`src/rtl/tmr_pkg.sv`:
```
package tmr_pkg;
  localparam int BW = 8;
  localparam int CW = 2 * BW;

  typedef enum logic [1:0] {
    ACC_SNAP = 2'b00,
    ACC_LO   = 2'b01,
    ACC_HI   = 2'b10,
    ACC_WORD = 2'b11
  } acc_e;

  // Build a full count from the byte just written and the held low byte.
  function automatic logic [CW-1:0] tmr_join(acc_e a, logic [BW-1:0] d,
                                             logic [BW-1:0] held);
    case (a)
      ACC_LO:  tmr_join = {{BW{1'b0}}, d};
      ACC_HI:  tmr_join = {d, {BW{1'b0}}};
      default: tmr_join = {d, held};
    endcase
  endfunction

  // Choose which byte of a count a read returns.
  function automatic logic [BW-1:0] tmr_pick(acc_e a, logic hi_ptr,
                                             logic [CW-1:0] v);
    case (a)
      ACC_HI:   tmr_pick = v[CW-1:BW];
      ACC_WORD: tmr_pick = hi_ptr ? v[CW-1:BW] : v[BW-1:0];
      default:  tmr_pick = v[BW-1:0];
    endcase
  endfunction
endpackage

```
`src/rtl/tmr_bus_decode.sv`:
```
module tmr_bus_decode #(
  parameter int NCH = 3
) (
  input  logic           clk,
  input  logic           rst_n,
  input  logic           sel,
  input  logic           rd,
  input  logic           wr,
  input  logic [1:0]     addr,
  output logic           wr_edge,
  output logic           ctl_wr,
  output logic [NCH-1:0] cnt_wr,
  output logic [NCH-1:0] rd_done
);
  logic wr_q, rd_q;
  logic [1:0] rd_addr_q;
  logic wr_act, rd_act, rd_end;

  assign wr_act  = sel && wr;
  assign rd_act  = sel && rd;
  assign wr_edge = wr_act && !wr_q;
  assign rd_end  = rd_q && !rd_act;
  assign ctl_wr  = wr_edge && (addr == 2'd3);

  always_ff @(posedge clk) begin
    if (!rst_n) begin
      wr_q      <= 1'b0;
      rd_q      <= 1'b0;
      rd_addr_q <= 2'd0;
    end else begin
      wr_q <= wr_act;
      rd_q <= rd_act;
      if (rd_act) rd_addr_q <= addr;
    end
  end

  for (genvar i = 0; i < NCH; i++) begin : g_dec
    assign cnt_wr[i]  = wr_edge && (addr == 2'(i));
    assign rd_done[i] = rd_end && (rd_addr_q == 2'(i));
  end
endmodule

```
`src/rtl/tmr_chan_regs.sv`:
```
module tmr_chan_regs
  import tmr_pkg::*;
#(
  parameter int IDX = 0
) (
  input  logic          clk,
  input  logic          rst_n,
  input  logic          ctl_wr,
  input  logic          cnt_wr,
  input  logic          rd_done,
  input  logic [BW-1:0] din,
  input  logic [CW-1:0] live,
  output logic [2:0]    mode,
  output logic          bcd,
  output logic [CW-1:0] count,
  output logic          load,
  output logic          mode_set,
  output logic [BW-1:0] rd_byte,
  output logic          snap_busy
);
  acc_e          acc;
  logic          wr_hi, rd_hi;
  logic [BW-1:0] held;
  logic [CW-1:0] snap;
  logic          ctl_hit;
  acc_e          new_acc;

  assign ctl_hit   = ctl_wr && (din[7:6] == 2'(IDX));
  assign new_acc   = acc_e'(din[5:4]);
  assign rd_byte   = tmr_pick(acc, rd_hi, snap_busy ? snap : live);

  always_ff @(posedge clk) begin
    if (!rst_n) begin
      acc       <= ACC_SNAP;
      mode      <= 3'd0;
      bcd       <= 1'b0;
      count     <= '0;
      load      <= 1'b0;
      mode_set  <= 1'b0;
      wr_hi     <= 1'b0;
      rd_hi     <= 1'b0;
      held      <= '0;
      snap      <= '0;
      snap_busy <= 1'b0;
    end else begin
      load     <= 1'b0;
      mode_set <= 1'b0;
      // end of a read: advance pointer, consume snapshot
      if (rd_done) begin
        if (acc == ACC_WORD) rd_hi <= !rd_hi;
        if (snap_busy && (acc != ACC_WORD || rd_hi)) snap_busy <= 1'b0;
      end
      // programming word and count writes override the read bookkeeping
      if (ctl_hit) begin
        if (new_acc == ACC_SNAP) begin
          if (!snap_busy) begin
            snap      <= live;
            snap_busy <= 1'b1;
          end
        end else begin
          acc       <= new_acc;
          mode      <= din[3:1];
          bcd       <= din[0];
          wr_hi     <= 1'b0;
          rd_hi     <= 1'b0;
          snap_busy <= 1'b0;
          mode_set  <= 1'b1;
        end
      end else if (cnt_wr && acc != ACC_SNAP) begin
        if (acc == ACC_WORD && !wr_hi) begin
          held  <= din;
          wr_hi <= 1'b1;
        end else begin
          count <= tmr_join(acc, din, held);
          load  <= 1'b1;
          wr_hi <= 1'b0;
        end
      end
    end
  end
endmodule

```
`src/rtl/tmr_read_mux.sv`:
```
module tmr_read_mux
  import tmr_pkg::*;
#(
  parameter int NCH = 3
) (
  input  logic              sel,
  input  logic              rd,
  input  logic [1:0]        addr,
  input  logic [NCH*BW-1:0] bytes,
  output logic [BW-1:0]     dout,
  output logic              dout_en
);
  assign dout_en = sel && rd;

  always_comb begin
    dout = '0;
    for (int i = 0; i < NCH; i++) begin
      if (dout_en && addr == 2'(i)) dout = bytes[i*BW +: BW];
    end
  end
endmodule

```
`src/rtl/tmr_bus_front.sv`:
```
module tmr_bus_front
  import tmr_pkg::*;
#(
  parameter int NCH = 3
) (
  input  logic              clk,
  input  logic              rst_n,
  input  logic              bus_sel,
  input  logic              bus_rd,
  input  logic              bus_wr,
  input  logic [1:0]        bus_addr,
  input  logic [BW-1:0]     bus_din,
  output logic [BW-1:0]     bus_dout,
  output logic              bus_dout_en,
  input  logic [NCH*CW-1:0] ch_live,
  output logic [NCH*CW-1:0] ch_count,
  output logic [NCH-1:0]    ch_load,
  output logic [NCH*3-1:0]  ch_mode,
  output logic [NCH-1:0]    ch_bcd,
  output logic [NCH-1:0]    ch_mode_set
);
  logic              wr_edge;
  logic              ctl_wr;
  logic [NCH-1:0]    cnt_wr;
  logic [NCH-1:0]    rd_done;
  logic [NCH-1:0]    snap_busy;
  logic [NCH*BW-1:0] rd_bytes;

  tmr_bus_decode #(.NCH(NCH)) u_dec (
    .clk     (clk),
    .rst_n   (rst_n),
    .sel     (bus_sel),
    .rd      (bus_rd),
    .wr      (bus_wr),
    .addr    (bus_addr),
    .wr_edge (wr_edge),
    .ctl_wr  (ctl_wr),
    .cnt_wr  (cnt_wr),
    .rd_done (rd_done)
  );

  for (genvar i = 0; i < NCH; i++) begin : g_ch
    tmr_chan_regs #(.IDX(i)) u_ch (
      .clk       (clk),
      .rst_n     (rst_n),
      .ctl_wr    (ctl_wr),
      .cnt_wr    (cnt_wr[i]),
      .rd_done   (rd_done[i]),
      .din       (bus_din),
      .live      (ch_live[i*CW +: CW]),
      .mode      (ch_mode[i*3 +: 3]),
      .bcd       (ch_bcd[i]),
      .count     (ch_count[i*CW +: CW]),
      .load      (ch_load[i]),
      .mode_set  (ch_mode_set[i]),
      .rd_byte   (rd_bytes[i*BW +: BW]),
      .snap_busy (snap_busy[i])
    );
  end

  tmr_read_mux #(.NCH(NCH)) u_mux (
    .sel     (bus_sel),
    .rd      (bus_rd),
    .addr    (bus_addr),
    .bytes   (rd_bytes),
    .dout    (bus_dout),
    .dout_en (bus_dout_en)
  );
endmodule

```
`config.mk`:
```
export PLATFORM = sky130hd
export DESIGN_NAME = tmr_bus_front
export DESIGN_NICKNAME = d
export VERILOG_FILES = /design/src/rtl/tmr_pkg.sv /design/src/rtl/tmr_bus_decode.sv /design/src/rtl/tmr_chan_regs.sv /design/src/rtl/tmr_read_mux.sv /design/src/rtl/tmr_bus_front.sv
export SDC_FILE = /design/constraint.sdc
export NUM_CORES = 1
export LEC_CHECK = 0
export ABC_AREA = 1
export BUFFER_PORTS_ARGS = -buffer_cell sky130_fd_sc_hd__clkbuf_2
export CAP_MARGIN = 20
export CELL_PAD_IN_SITES_DETAIL_PLACEMENT = 1
export CELL_PAD_IN_SITES_GLOBAL_PLACEMENT = 2
export CORE_UTILIZATION = 30
export DETAILED_ROUTE_END_ITERATION = 8
export PLACE_DENSITY = 0.91
export SLEW_MARGIN = 20
export SYNTH_ARGS = -nofsm -noshare
export SYNTH_HDL_FRONTEND = slang
export SYNTH_SLANG_ARGS = --single-unit
```
`constraint.sdc`:
```
create_clock -name clk -period 2 [get_ports clk]
set_input_delay 0.1 -clock clk [delete_from_list [all_inputs] [get_ports clk]]
set_output_delay 0.1 -clock clk [all_outputs]
set_load 0.005 [all_outputs]
```
==> results of run 1 <==
cell families after synthesis:
kind of cell / share of synthesized area
AND/OR/NAND/NOR: 0.374
AO/OA/AOI/OAI: 0.106
buffers and inverters: 0.139
flip-flops: 0.360
adder cells (fa/ha/maj): 0.0215
power by group:
part           internal [mW]  switching (mW)
combinational          0.192           0.398
sequential              3.13         0.00630
clock                   1.74            1.71
worst max-delay path, stage by stage, from the launching register on:
cell and delay [ps]:
dfxtp_4 370, inv_1 60, ha_1 190, inv_1 80, nand2_2 90, buf_6 150
nand3_1 130, nand2_1 80, nand2_1 60, nand3_1 90, clkbuf_2 120
routing by layer:
layer,track usage,wire length [um]
met5,0,0
met4,0.0454,347
met3,0.0356,1170
met2,0.349,14400
met1,0.266,14100
flip-flops by register name, summed over array words and instances (netlist names):
signal,flops
g_ch.u_ch.acc,6
u_dec.rd_addr_q,2
g_ch.u_ch.mode_set,3
g_ch.u_ch.count,48
g_ch.u_ch.wr_hi,3
g_ch.u_ch.snap_busy,3
u_dec.wr_q,1
g_ch.u_ch.load,3
g_ch.u_ch.bcd,3
u_dec.rd_q,1
g_ch.u_ch.mode,9
g_ch.u_ch.rd_hi,3
g_ch.u_ch.snap,48
g_ch.u_ch.held,24
layout by cell type, fill, tap and decap left out, drive strengths merged:
master,netlist,routed
nand2,480,480
ha,15,15
clkinv,2,9
clkbuf,28,152
o21ai,115,115
dlygate4sd3,0,2
o22ai,8,8
buf,56,51
nand3,85,85
nor2,129,129
or2,10,10
a211oi,1,1
dfxtp,157,157
o21bai,1,1
inv,201,209
nand3b,1,1
nand4,52,52
a21oi,57,57
nor3,3,3
through the flow:
step | total power, mW | worst slack, ps | util | TNS, ps | cells
final | 7.17 | 57.8 | 0.373 | 0 | 1921
after global routing | 7.44 | -22.8 | 0.373 | -94.4 | 1921
after CTS | 7.28 | 7.77 | 0.368 | 0 | 1920
after detailed placement | 3.79 | 182 | 0.343 | 0 | 1884
after global placement | 3.79 | 175 | 0.343 | 0 | 1884
after floorplan | 3.54 | 478 | - | 0 | 1401
worst paths after layout:
path	start	endpoint	depth (start not counted)
worst min register to register	g_ch[0].u_ch.count[3]	g_ch[0].u_ch.count[3]	2
worst max-delay path	g_ch[2].u_ch.acc[0]	bus_dout[2]	10
worst max register to register	g_ch[2].u_ch.acc[1]	g_ch[2].u_ch.count[4]	9
worst min-delay path	ch_live[12]	g_ch[0].u_ch.snap[12]	5
layout make-up:
cell class / count / share of cell area
Sequential cell: 157 / 0.296
Tap cell: 384 / 0.0449
Clock inverter: 15 / 0.0193
Timing Repair Buffer: 188 / 0.106
Inverter: 203 / 0.0716
Clock buffer: 17 / 0.0398
Multi-Input combinational cell: 957 / 0.423
repair_timing:
action / CTS / global route
hold endpoints to repair: 1 / 0
setup endpoints to repair: 8 / 8
hold buffers: 2 / 0
buffers inserted: 2 / 1
pin swaps: 3 / 3
resized for setup: 28 / 31
==> summary.md, run 1 <==
| Metric | Value |
|---|---|
| Syn_area_per_cell | slightly above 6 um2 |
| Ranking of synthesized cells by area | dfxtp_1, nand2_1, inv_1 |
| Final Setup Violations | 0 |
| Post-synth EDFFs | 0 |
| Row count | 62 |
| PD cells | 671 nW/um2 |
| Clock Sinks | ~160 |
| Post-Syn Area | about 8700 um2 |
| CTS tree | done |
| R2R Setup Slk | 250 ps |
| H-tree levels | 4 |
| Type of origin of the critical path | flop |
| # IOs | 138 |
| Clock slew at reported path FFs | ~70 ps |
| Worst EP required | around 1900 ps |
| Top cells by count, synth | nand2_1, inv_1, dfxtp_1 |
| Wire per inst | approximately 16 um |
| Initial antenna violation count | 1 |
| Pin count of the biggest net entering global routing | 58 |
| CP endpoint kind | output port |
| Period utilisation layout | 0.971 |
| Vias per inst | approximately 4.8 |
| Seq cells post-synth | roughly 160 |
| Core Area | around 29000 um2 |
| IO Port Bufs | 137 |
| Drt drc | 0 |
| Antenna Violating Nets Remaining | 0 |
| Total wire length | around 30000 um |
| Least-Margin Pin Slew | roughly 740 ps |
| Pre-Repair DR Iteration Count | 4 |
| Gr ovfl total | 0 |
| Final GP Congestion | about 0.84 |
| WP data arrival | about 1800 ps |
| Die height | ~170 um |
| Nets | between 1500 and 2000 |
| Area after DPL | 9850 um2 |
| Ys flop type | dfxtp_1 |
| Clock latency at the later pin of the worst-skew pair | 440 ps |
| Total track usage | 0.204 |
| Layout area overhead | 22.4% |
| Routed vias | between 9000 and 10000 |
| Hold Vio Cnt, Final | 0 |
| Cell taking the most area after synthesis | dfxtp_1 |
| Final Cell Area | between 10000 and 15000 um2 |
| Max-slew headroom | 0.510 |
| Skew final | between 15 and 20 ps |
| HP Class | in -> reg |
| Top-count cell post-synth | nand2_1 |
| Cells after Synth | around 1400 |
| Die area | roughly 30000 um2 |
| Area of the multi-input gates | between 4000 and 5000 um2 |
| Seq/Total Area, Yosys | 0.360 |
| Fmax | slightly above 0.5 GHz |
| Vias in the first global route | a little over 9000 |
| Iter 0 DRT Violations | 462 |
| ANT cells | 0 |
| RSZ-0062 raised after global routing | yes |
| Synth unique cells | 32 |
| Hold slack | ~48 ps |
| Ys Warns | 0 |
| Leak pwr | slightly below 5 nW |
| FF+latch area | 3160 um2 |
| Initial Util | 0.304 |
| Clock Tree Buf Depth | 2 |
| CTS buffer count | 17 |
| Fillers | around 3800 |
| Max-cap violation count | 0 |
| FFs w/ async S/R, synth | 0 |
| Chip width | around 170 um |
| Syn Nets | 1479 |
| Critical path class | reg -> out |
| CTS root buf | clkbuf_16 |
| Final Slew Violations | 0 |
| Outcome | complete, no violations |
| Max rail drop VDD | 0.467 mV |
| Fraction of layout cells with a size suffix above 1 | 0.191 |
| CP Max Fanout | 8 |
| Dpl hpwl | around 21000 um |
| First-pass GRT wire length | around 50000 um |
| Top cell type's share of synthesized area | 0.360 |
| Crit path time final | between 1500 and 2000 ps |
No activity file was read; power rests on OpenSTA's default activity.
==> inputs of run 2 (changes only) <==
ABC_AREA = not set   (was 1)
CORE_UTILIZATION = 35   (was 30)
CTS_BUF_LIST = sky130_fd_sc_hd__clkbuf_2   (was not set)
CTS_CLUSTER_DIAMETER = 120   (was not set)
PLACE_DENSITY = 0.94   (was 0.91)
==> summary.md, run 2 <==
| Metric | Value |
|---|---|
| Outcome | finished, violations left |
| Failing checks | negative setup slack |
| Cells after Synth | 840 (-40%) |
| Initial antenna violation count | 3 (+2) |
| Clock slew at reported path FFs | 210 ps (+140 ps) |
| Most common cell after layout, fill and taps aside | clkbuf_2 |
| Routed vias | 6914 (-24%) |
| Largest regs | g_ch.u_ch.count: 48 flops, g_ch.u_ch.snap: 48 flops, g_ch.u_ch.held: 24 flops |
| Drt drc | 0 (unchanged) |
| Layout area overhead | 33.7% |
| Clock latency at the later pin of the worst-skew pair | 790 ps (+350 ps) |
| Min-delay src | ch_live[43] |
| Period utilisation layout | 1.28 (+0.311) |
| Post-synth EDFFs | 0 (unchanged) |
| Cell taking the most area after synthesis | dfxtp_1 |
| IO Port Bufs | 137 (unchanged) |
| Dpl hpwl | 15500 um (-27%) |
| CTS root buf | clkbuf_2 |
| Most frequent cells in the layout | clkbuf_2, dfxtp_1, nor2_1 |
| Row count | 53 (-15%) |
| Iter 0 DRT Violations | 306 (-34%) |
| Die area | 21900 um2 (-26%) |
| Hold Vio Cnt, Final | 0 (unchanged) |
| Ranking of synthesized cells by area | dfxtp_1, mux2i_1, nor2_1 |
| Clock Tree Buf Depth | 2 (unchanged) |
| Total track usage | 0.218 (+0.0142) |
| Least-Margin Pin Slew | 564 ps (-171 ps) |
| Critical path class | reg -> out |
| CP Max Fanout | 8 (unchanged) |
| Hold slack | 120 ps (+72.7 ps) |
| Syn_area_per_cell | 8.89 um2 (+43%) |
| Nets | 1122 (-30%) |
| DP Worst Slack | -37.3 ps (-219 ps) |
| Ys Warns | 0 (unchanged) |
| Ys flop type | dfxtp_1 |
| Final Cell Area | 9980 um2 (-6.7%) |
| Syn Nets | 918 (-38%) |
| Antenna Violating Nets Remaining | 0 (unchanged) |
| Setup TNS after final layout | -4230 ps (-4230 ps) |
| Crit path time final | 2560 ps (+622 ps) |
| Fraction of layout cells with a size suffix above 1 | 0.294 (+0.102) |
| Non-filler cells, final | 1334 (-31%) |
| Final Setup Violations | 8 (+8) |
| PD cells | 547 nW/um2 (-18%) |
| Leak pwr | 3.97 nW (-19%) |
| Core Util, Final | 0.476 (+0.104) |
| Final GP Congestion | 0.813 (-2.7%) |
| Top-count cell post-synth | dfxtp_1 |
| FFs w/ async S/R, synth | 0 (unchanged) |
| Wire per inst | 18.1 um (+16%) |
| Crit Reg-Reg Startpoint | u_dec.wr_q |
| Pin count of the biggest net entering global routing | 53 (-8.6%) |
| Initial Util | 0.356 (+0.0520) |
| Max rail drop VDD | 0.260 mV (-44%) |
| First-pass GRT wire length | 37400 um (-23%) |
| Setup slack after layout | -564 ps (-622 ps) |
| Seq/Total Area, Yosys | 0.421 (+0.0611) |
| R2R Setup Slk | 40 ps (-210 ps) |
| Vias in the first global route | 7220 (-21%) |
| HP Class | in -> reg |
| Top cell type's share of synthesized area | 0.421 (+0.0611) |
| Pre-Repair DR Iteration Count | 5 (+1) |
| Skew final | 26.9 ps (+8.05 ps) |
| Vias per inst | 5.18 (+9.0%) |
| Gr ovfl total | 0 (unchanged) |
| Max-slew headroom | 0.624 (+0.114) |
| CTS buffer count | 17 (unchanged) |
| Clock Sinks | 157 (unchanged) |
| Post-Syn Area | 7470 um2 (-15%) |
| Final Slew Violations | 0 (unchanged) |
| CP endpoint kind | output port |
| RSZ-0062 raised after global routing | yes |
| H-tree levels | 4 (unchanged) |
| Die height | 148 um (-14%) |
| Area after DPL | 8500 um2 (-14%) |
| # IOs | 138 (unchanged) |
| Type of origin of the critical path | flop |
| Fmax | 0.390 GHz (-24%) |
| Synth unique cells | 47 (+47%) |
| WP data arrival | 2460 ps (+620 ps) |
| Seq cells post-synth | 157 (unchanged) |
| Worst Setup SP | g_ch[0].u_ch.snap_busy |
| Top cells by count, synth | dfxtp_1, nor2_1, mux2i_1 |
| Total wire length | 24100 um (-20%) |
| CTS tree | done |
| Max-cap violation count | 0 (unchanged) |
| Core Area | 21000 um2 (-27%) |
| Placed Cells incl. Taps | 1217 (-35%) |
| Chip width | 148 um (-14%) |
| Worst EP required | 1900 ps (about the same) |
| Total power | 5.46 mW (-24%) |
-- run 2: changes by cell type in the layout (fill, tap and decap cells not counted), sizes merged, moves of 26 or more --
cell and change:
dlygate4sd3 +67, nor2b +32, nand2 -434, mux2i +77
nor3 +27, inv -192, a311oi +26, mux2 +49
nand4 -51, nand3 -52, o21ai -75
-- run 2: area by class of cell --
class                      count  area [um2]
sequential                   157        3180
fill                        2493       11000
multi-input combinational    593        4230
tap                          275         344
timing repair buffer         259        1940
clock buffer                  20         100
clock inverter                11         120
inverter                      16        62.6
antenna                        3        7.51
-- run 2: final timing paths --
kind / end / depth (start not counted)
worst min-delay path: g_ch[2].u_ch.snap[11] / 4
worst max register to register: g_ch[0].u_ch.snap[12] / 5
worst max-delay path: bus_dout[1] / 6
worst min register to register: g_ch[1].u_ch.count[14] / 2
-- run 2: kinds of logic after synthesis --
family,synth area share
AND/OR/NAND/NOR,0.206
flip-flops,0.421
AO/OA/AOI/OAI,0.113
multiplexers,0.177
buffers and inverters,0.0577
adder cells (fa/ha/maj),0.0251
-- run 2: power by group --
part | total (mW) | switching, mW | leakage (nW) | internal [mW]
registers | 3.15 | 0.0102 | 1.27 | 3.14
clock network | 1.75 | 1.18 | 0.128 | 0.574
logic | 0.561 | 0.297 | 2.57 | 0.264
total | 5.46 | 1.49 | 3.97 | 3.97
-- run 2: per-layer routing --
layer	global-route usage	vias up	routed length, um
li1	-	3344	-
met1	0.269	3374	10700
met2	0.369	150	11800
met3	0.0426	46	847
met4	0.0938	0	760
met5	0	-	0
-- run 2: timing repair --
| item | in CTS | in global routing |
|---|---|---|
| pin swaps | 17 | 15 |
| endpoints found under the hold margin | 157 | 1 |
| cloned | 1 | 2 |
| hold buffers | 69 | 1 |
| buffers inserted | 6 | 4 |
| endpoints found under the setup margin | 10 | 21 |
| gates resized for setup | 77 | 60 |
-- run 2: worst max-delay path, cell delays in order, from the launching register on --
cell and delay, ps:
dfxtp_4 450, buf_12 150, mux2_4 310, a22oi_2 220, nor2_1 80, or3_1 360
clkbuf_2 130
==> inputs of run 3 (changes only) <==
PLACE_DENSITY = 0.88   (was 0.94)
RECOVER_POWER = 100   (was not set)
==> summary.md, run 3 (synthesis gave the netlist of run 2 again) <==
| Metric | Value |
|---|---|
| Fmax | 0.398 GHz (+2.1%) |
| CTS root buf | clkbuf_2 |
| Final GP Congestion | 0.788 (-3.0%) |
| Vias per inst | 5.12 (-1.2%) |
| Initial antenna violation count | 1 (-2) |
| Fraction of layout cells with a size suffix above 1 | 0.245 (-0.0481) |
| Gr ovfl total | 0 (unchanged) |
| Initial Util | 0.356 (unchanged) |
| Core Area | 21000 um2 (unchanged) |
| Skew final | 31.9 ps (+5.00 ps) |
| Switching power | 1.61 mW (+8.1%) |
| Worst EP required | 1900 ps (about the same) |
| Die height | 148 um (unchanged) |
| Non-filler cells, final | 1324 (-0.75%) |
| Dpl hpwl | 15700 um (+1.3%) |
| Core Util, Final | 0.461 (-0.0153) |
| Worst reg2reg endpoint | g_ch[0].u_ch.snap[13] |
| Chip width | 148 um (unchanged) |
| Layout area overhead | 29.4% |
| Outcome | finished, violations left |
| Clock slew at reported path FFs | 220 ps (about the same) |
| Total wire length | 23600 um (-2.2%) |
| Leak pwr | 3.78 nW (-4.9%) |
| Nets | 1112 (-0.89%) |
| Clock Tree Buf Depth | 2 (unchanged) |
| Period utilisation layout | 1.26 (-0.0260) |
| Vias in the first global route | 6984 (-3.3%) |
| Hold Path Depth | 5 (+1) |
| Hold Vio Cnt, Final | 0 (unchanged) |
| Die area | 21900 um2 (unchanged) |
| Pin count of the biggest net entering global routing | 44 (-17%) |
| R2R Setup Slk | -20 ps (-60 ps) |
| IO Port Bufs | 137 (unchanged) |
| PD cells | 570 nW/um2 (+4.1%) |
| Failing checks | negative setup slack |
| Placed Cells incl. Taps | 1215 (-0.16%) |
| WP data arrival | 2410 ps (-50 ps) |
| Least-Margin Pin Slew | 903 ps (+339 ps) |
| Most frequent cells in the layout | dfxtp_1, nor2_1, clkbuf_2 |
| First-pass GRT wire length | 37400 um (about the same) |
| CP Max Fanout | 7 (-1) |
| Crit Reg-Reg Startpoint | g_ch[0].u_ch.snap_busy |
| Final Slew Violations | 0 (unchanged) |
| Internal Power | 3.89 mW (-2.0%) |
| Iter 0 DRT Violations | 314 (+2.6%) |
| Antenna Violating Nets Remaining | 0 (unchanged) |
| Wire per inst | 17.8 um (-1.5%) |
| Routed vias | 6783 (-1.9%) |
| Clock latency at the later pin of the worst-skew pair | 790 ps (about the same) |
| Max-slew headroom | 0.398 (-0.226) |
| Reg power frac | 0.573 (-0.003) |
| # IOs | 138 (unchanged) |
| Min-delay src | bus_addr[1] |
| CP endpoint kind | output port |
| Pre-Repair DR Iteration Count | 4 (-1) |
| Max-cap violation count | 0 (unchanged) |
| CTS buffer count | 17 (unchanged) |
| Critical path class | reg -> out |
| H-tree levels | 4 (unchanged) |
| Final Cell Area | 9660 um2 (-3.2%) |
| Clk pwr share | 0.328 (+0.007) |
| Hold EP | g_ch[0].u_ch.acc[0] |
| Largest regs | g_ch.u_ch.count: 48 flops, g_ch.u_ch.snap: 48 flops, g_ch.u_ch.held: 24 flops |
| Total track usage | 0.220 (+0.00179) |
| Logic pwr share | 0.099 (-0.004) |
| HP Class | in -> reg |
| Setup slack after layout | -512 ps (+52.0 ps) |
| Drt drc | 0 (unchanged) |
| RSZ-0062 raised after global routing | yes |
| Area after DPL | 8500 um2 (about the same) |
| Max rail drop VDD | 0.305 mV (+17%) |
| Most common cell after layout, fill and taps aside | dfxtp_1 |
| Sw Share | 0.292 (+0.0199) |
| Clock Sinks | 157 (unchanged) |
| Crit path time final | 2510 ps (-52.0 ps) |
| Fillers | 2513 (+0.80%) |
| Worst R2R Path Depth | 7 (+2) |
| Final Setup Violations | 12 (+4) |
| Row count | 53 (unchanged) |
| CTS tree | done |
| Type of origin of the critical path | flop |
==> run 3: cell types whose count changed in the layout (fill, tap and decap cells not counted), sizes merged <==
cell          before  now
buf               52   38
or3b               2    1
bufinv             2    1
clkbuf           157  163
dlymetal6s4s       1    0
diode              3    2
dlygate4sd3       69   66
clkinvlp           4    2
inv               17   25
clkinv             4    3
==> run 3: power groups by stage <==
stage	combinational (mW)	sequential, mW	clock [mW]
2_1_floorplan	0.212	3.21	0
3_3_place_gp	0.401	3.21	0
3_5_place_dp	0.405	3.21	0
4_1_cts	0.544	3.15	1.87
5_1_grt	0.583	3.16	2.00
6_report	0.546	3.15	1.80
==> run 3: how the worst max path moves through the flow <==
stage	from	end	slack [ps]	depth (start not counted)
3_3_place_gp	g_ch[1].u_ch.acc[0]	bus_dout[7]	150	7
3_5_place_dp	g_ch[1].u_ch.acc[1]	g_ch[1].u_ch.count[9]	100	7
6_report	g_ch[0].u_ch.acc[0]	bus_dout[5]	-510	7
5_1_grt	g_ch[0].u_ch.acc[0]	bus_dout[5]	-630	7
2_1_floorplan	g_ch[1].u_ch.acc[0]	g_ch[1].u_ch.count[7]	40	8
4_1_cts	g_ch[2].u_ch.snap_busy	bus_dout[4]	-550	6
==> run 3: critical path, stage by stage (launching register included) <==
cell,delay [ps]
dfxtp_4,430
inv_4,50
ha_4,160
a21o_4,230
a22oi_2,200
nor2_1,70
or3_1,380
clkbuf_2,130
==> run 3: final cells by class <==
cell class | instances | area [um2] | area share
inverters | 16 | 62.6 | 0.00648
multi-input cells | 592 | 4140 | 0.429
well taps | 275 | 344 | 0.0356
clock buffers | 17 | 85.1 | 0.00881
repair buffers | 250 | 1700 | 0.176
clock inverters | 15 | 150 | 0.0155
flip-flops and latches | 157 | 3170 | 0.328
diodes | 2 | 5.00 | 0.000518
==> run 3: layer usage <==
metal | track usage | part of all wire | routed length [um] | vias up
li1 | - | - | - | 3312
met1 | 0.278 | 0.45 | 10700 | 3335
met2 | 0.385 | 0.50 | 11800 | 114
met3 | 0.0328 | 0.032 | 750 | 22
met4 | 0.0655 | 0.014 | 340 | 0
met5 | 0 | 0 | 0 | -
==> run 3: per-stage QoR <==
stage	setup TNS (ps)	setup WS, ps	hold WS [ps]	total power, mW
floorplan	0	42.9	218	3.42
global placement	0	151	348	3.62
detailed placement	0	99.2	361	3.62
CTS	-4310	-547	12.6	5.56
global route	-9560	-625	30.0	5.74
finish	-4180	-512	41.3	5.50
==> run 3: what timing repair did <==
item / CTS / global route
gates resized for setup: 107 / 32
cloned: 2 / 0
endpoints found under the hold margin: 155 / 0
setup endpoints to repair: 8 / 37
pin swaps: 20 / 14
buffers inserted: 7 / 1
hold buffers: 67 / 0
